$ cat config.mk
export PLATFORM = sky130hd
export DESIGN_NAME = lutcol_column
export DESIGN_NICKNAME = d
export VERILOG_FILES = /design/src/rtl/lutcol_pkg.sv /design/src/rtl/lutcol_cin_mux.sv /design/src/rtl/lutcol_lut4.sv /design/src/rtl/lutcol_cell.sv /design/src/rtl/lutcol_column.sv
export SDC_FILE = /design/constraint.sdc
export NUM_CORES = 1
export LEC_CHECK = 0
export ABC_AREA = 1
export BUFFER_PORTS_ARGS = -buffer_cell sky130_fd_sc_hd__buf_2
export CAP_MARGIN = 20
export CORE_MARGIN = 5
export CORE_UTILIZATION = 38
export CTS_CLUSTER_SIZE = 16
export DETAILED_ROUTE_END_ITERATION = 8
export GPL_ROUTABILITY_DRIVEN = 0
export PLACE_DENSITY = 0.83
export REMOVE_ABC_BUFFERS = 1
export SLEW_MARGIN = 10
export SYNTH_ARGS = -nofsm -noshare
export SYNTH_HDL_FRONTEND = slang
export SYNTH_SLANG_ARGS = --single-unit
export TNS_END_PERCENT = 100
$ cat constraint.sdc
create_clock -name clk -period 0.8 [get_ports clk]
set_input_delay 0.2 -clock clk [delete_from_list [all_inputs] [get_ports clk]]
set_output_delay 0.2 -clock clk [all_outputs]
set_load 0.005 [all_outputs]
$ cat src/rtl/lutcol_pkg.sv
package lutcol_pkg;
  localparam int TT_W       = 16;
  localparam int SEL_W      = 4;
  localparam int CFG_W      = 19;
  localparam int DIN_W      = 4;

  typedef struct packed {
    logic            arst;       // bit 18
    logic            in2_casc;   // bit 17
    logic            in3_carry;  // bit 16
    logic [TT_W-1:0] tt;         // bits 15:0
  } cell_cfg_t;

  typedef enum logic [1:0] {
    CIN_ZERO = 2'b00,
    CIN_ONE  = 2'b01,
    CIN_EXTA = 2'b10,
    CIN_EXTB = 2'b11
  } cin_sel_e;

  // permuted placement of truth-table rows inside the configuration word
  function automatic logic [SEL_W-1:0] row_bit(input logic [SEL_W-1:0] r);
    logic [SEL_W-1:0] b;
    case (r)
      4'd0:  b = 4'd4;
      4'd1:  b = 4'd14;
      4'd2:  b = 4'd15;
      4'd3:  b = 4'd5;
      4'd4:  b = 4'd6;
      4'd5:  b = 4'd3;
      4'd6:  b = 4'd2;
      4'd7:  b = 4'd13;
      4'd8:  b = 4'd12;
      4'd9:  b = 4'd11;
      4'd10: b = 4'd10;
      4'd11: b = 4'd9;
      4'd12: b = 4'd8;
      4'd13: b = 4'd7;
      4'd14: b = 4'd1;
      default: b = 4'd0;
    endcase
    return b;
  endfunction
endpackage

$ cat src/rtl/lutcol_cin_mux.sv
module lutcol_cin_mux
  import lutcol_pkg::*;
(
  input  logic [1:0] sel,
  input  logic       ext,
  output logic       cin
);
  always_comb begin
    unique case (cin_sel_e'(sel))
      CIN_ZERO: cin = 1'b0;
      CIN_ONE:  cin = 1'b1;
      CIN_EXTA: cin = ext;
      CIN_EXTB: cin = ext;
      default:  cin = 1'b0;
    endcase
  end
endmodule

$ cat src/rtl/lutcol_lut4.sv
module lutcol_lut4
  import lutcol_pkg::*;
(
  input  logic [TT_W-1:0]  tt,
  input  logic [SEL_W-1:0] idx,
  output logic             y
);
  logic [TT_W-1:0] rows;

  // reorder the configuration bits into linear row order
  for (genvar r = 0; r < TT_W; r++) begin : g_row
    assign rows[r] = tt[row_bit(SEL_W'(r))];
  end

  assign y = rows[idx];
endmodule

$ cat src/rtl/lutcol_cell.sv
module lutcol_cell
  import lutcol_pkg::*;
#(
  parameter bit FIRST = 1'b0
) (
  input  logic             clk,
  input  logic             rst,
  input  logic             ce,
  input  cell_cfg_t        cfg,
  input  logic [DIN_W-1:0] din,
  input  logic             cin,
  input  logic             cas_in,
  output logic             lout,
  output logic             cout,
  output logic             q
);
  localparam bit CASC_OK = !FIRST;

  logic             in3_eff;
  logic             in2_eff;
  logic [SEL_W-1:0] idx;
  logic             arst;

  assign in3_eff = cfg.in3_carry ? cin : din[3];
  assign in2_eff = (cfg.in2_casc && CASC_OK) ? cas_in : din[2];
  assign idx     = {in3_eff, in2_eff, din[1], din[0]};

  lutcol_lut4 u_lut (
    .tt  (cfg.tt),
    .idx (idx),
    .y   (lout)
  );

  assign cout = (din[1] & din[2]) | (din[1] & cin) | (din[2] & cin);

  assign arst = rst & cfg.arst;

  always_ff @(posedge clk or posedge arst) begin
    if (arst)      q <= 1'b0;
    else if (rst)  q <= 1'b0;
    else if (ce)   q <= lout;
  end
endmodule

$ cat src/rtl/lutcol_column.sv
module lutcol_column
  import lutcol_pkg::*;
#(
  parameter int NCELL = 8
) (
  input  logic                   clk,
  input  logic                   rst,
  input  logic                   ce,
  input  logic                   carry_ext,
  input  logic [1:0]             cfg_cin_sel,
  input  logic [NCELL*CFG_W-1:0] cfg_cell,
  input  logic [NCELL*DIN_W-1:0] din,
  output logic [NCELL-1:0]       q
);
  logic [NCELL:0]   carry;
  logic [NCELL-1:0] lout_bus;

  lutcol_cin_mux u_cin (
    .sel (cfg_cin_sel),
    .ext (carry_ext),
    .cin (carry[0])
  );

  for (genvar i = 0; i < NCELL; i++) begin : g_cell
    logic casc;
    if (i == 0) begin : g_base
      assign casc = 1'b0;
    end else begin : g_up
      assign casc = lout_bus[i-1];
    end

    lutcol_cell #(.FIRST(i == 0)) u_cell (
      .clk    (clk),
      .rst    (rst),
      .ce     (ce),
      .cfg    (cell_cfg_t'(cfg_cell[i*CFG_W +: CFG_W])),
      .din    (din[i*DIN_W +: DIN_W]),
      .cin    (carry[i]),
      .cas_in (casc),
      .lout   (lout_bus[i]),
      .cout   (carry[i+1]),
      .q      (q[i])
    );
  end
endmodule

==> flow_metrics.tcl <==
set metrics [dict create \
    outcome "finished, violations left" \
    violations "setup timing" \
    finalClockSkew_ns 0 \
    synth-seq-cells 8 \
    leakage_nw 2.38 \
    dr.pass1.iters 4 \
    crit_path_start_kind "input pin" \
    p_per_area_mw_per_mm2 890 \
    cp_slowest_stage_delay_ns 0.13 \
    synthCells 393 \
    end_kind "flop" \
    die_x_um 84.4 \
    clock-root-buffer "clkbuf_8" \
    netlist_area_mm2 0.00210 \
    biggestRegsByFlops "g_cell.u_cell.q x8" \
    num_vias 3673 \
    diodes 0 \
    setup_slack_ns -2.21 \
    worst_pin_slew_ns 0.334 \
    clockBufferDepth 2 \
    tns_ns -14.43 \
    slew_headroom 0.775 \
    arrival_ns 3.17 \
    synth_edf_count 0 \
    period_needed_ns 3.01 \
    wl_per_cell_um 13.4 \
    antenna_found_initial 0 \
    rsz0062_at_grt "true" \
    finalCritPeriodShare 3.77 \
    grt_pass1_wl_um 15100 \
    layout_commonest_cell "buf_2" \
    crit_path_max_fanout 8 \
    grt_max_degree 10 \
    clkLatencyLatePin_ns 0.22 \
    viasPerCell 5.02 \
    htree_levels 1 \
    ys.flop_type "dfrtp_1" \
    syn_to_final_growth_pct 97.7 \
    top_register "g_cell.u_cell.q" \
    initial_core_util 0.386 \
    hold_path.class "input pin to async pin" \
    core_region_area_mm2 0.00544 \
    worstSetupPathType "input pin to flop" \
    finalHoldViolations 0 \
    grt.overflow.total 0 \
    grt_pass1_vias 3644 \
    final_cell_mix "192 x buf_2, 73 x nand2_1, 69 x buf_4" \
    nFillCells 429 \
    track_usage 0.249 \
    drv_slew 0 \
    finalWirelength_um 9790 \
    cp_data_required_time_ns 0.95 \
    path_common_cell "buf_4" \
    dp.final_hpwl_um 7230 \
    largest_reg_flops 8 \
    numPortBuffers 196 \
    cts_tree "done" \
    synth.distinct_cells 27 \
    numCtsBuffers 3 \
    cpMaxStageDelayCell "nand3_2" \
    vdd_drop_max_uv 489 \
    timing.max_cap.violations 0 \
    async_flop_share 1.00 \
    drive_above_1_share 0.564 \
    yosysWarnings 0 \
    num_rows 27 \
    drc 0 \
    die-area_mm2 0.00712 \
    cts.sinks 8 \
    ys_seq_area_frac 0.0952 \
    drt-initial-drc-count 110 \
    pin_count 198 \
    clkTransAtPathRegs_ns 0.04 \
    syn_avg_cell_area_um2 5.35 \
    max_clock_freq_mhz 332 \
    setup_violations 16 \
    drtAntennaViolNets 0 \
    nNetsFinal 851 \
    die-height_um 84.4 \
    place_ws_ns -2.55 \
]
## Yosys cell counts (7+ instances only)
cell type / number / area [um^2]
o22ai_1: 18 / 113
nor2_1: 40 / 150
buf_4: 8 / 60.1
a21oi_1: 15 / 75.1
o21ai_0: 52 / 260
nand2_2: 7 / 43.8
a32o_1: 8 / 80.1
dfrtp_1: 8 / 200
nand3_1: 45 / 225
nand2_1: 96 / 360
inv_1: 60 / 225
nand3_2: 12 / 120
## power breakdown
part	leakage [nW]	switching, mW	internal [mW]
clock	0.0216	0.148	0.325
sequential	0.105	0.0218	0.448
combinational	2.26	1.27	1.49
total	2.38	1.44	2.26
## metrics by stage
| stage | power, mW | area, um^2 | instances | utilization | hold slack (ns) |
|---|---|---|---|---|---|
| floorplan | 1.34 | 2000 | 379 | - | -0.0670 |
| global placement | 2.23 | 3330 | 681 | 0.612 | 0.0459 |
| detailed placement | 2.28 | 3330 | 681 | 0.612 | 0.0458 |
| CTS | 3.45 | 3970 | 728 | 0.730 | 0.350 |
| global route | 4.00 | 4160 | 731 | 0.764 | 0.372 |
| finish | 3.70 | 4160 | 731 | 0.764 | 0.359 |
## worst paths after layout
path / startpoint / to / slack [ns] / cells past startpoint
max: din[0] / g_cell[2].u_cell.q / -2.21 / 28
min: cfg_cell[18] / g_cell[0].u_cell.q / 0.36 / 3
max reg2reg: g_cell[1].u_cell.q / g_cell[1].u_cell.q / -0.08 / 4
min reg2reg: g_cell[3].u_cell.q / g_cell[3].u_cell.q / 0.49 / 2
max in group asynchronous: rst / g_cell[7].u_cell.q / 0.11 / 4
min in group clk: ce / g_cell[7].u_cell.q / 0.38 / 5
## repair_timing
item	CTS	global route
endpoints found under the setup margin	16	16
pin swaps	32	35
hold buffers	9	0
resized for setup	63	44
endpoints found under the hold margin	8	0
setup buffers	35	4
cloned	1	0
## area by class of cell
cell class                 count  area, um^2  area share
timing repair buffer         277        1680       0.403
clock buffer                   3        41.3     0.00994
inverter                      63         251      0.0605
tap                           72        90.1      0.0217
multi-input combinational    308        1900       0.456
sequential                     8         200      0.0482
## worst max-delay path, delay by kind of cell
family,cells,cell delay [ns]
AO/OA/AOI/OAI,1,0.11
buffers and inverters,15,1.71
AND/OR/NAND/NOR,12,1.11
## cell families (layout without fill, tap and decap cells)
kind of cell / Yosys count / in the layout / share of synthesized area
AOI/OAI and AO/OA: 101 / 101 / 0.288
adders and majority gates: 2 / 2 / 0.0107
buffers and inverters: 77 / 343 / 0.163
DFF: 8 / 8 / 0.0952
and+or+nand+nor: 205 / 205 / 0.443
## per-layer routing
| metal | vias to the layer above | share of wire | GRT usage |
|---|---|---|---|
| met2 | 161 | 0.54 | 0.463 |
| li1 | 1845 | - | - |
| met1 | 1631 | 0.36 | 0.270 |
| met4 | 0 | 0.032 | 0.106 |
| met3 | 36 | 0.071 | 0.0510 |
| met5 | - | 0 | 0 |
Note: power is estimated with default switching activity, not from simulation.
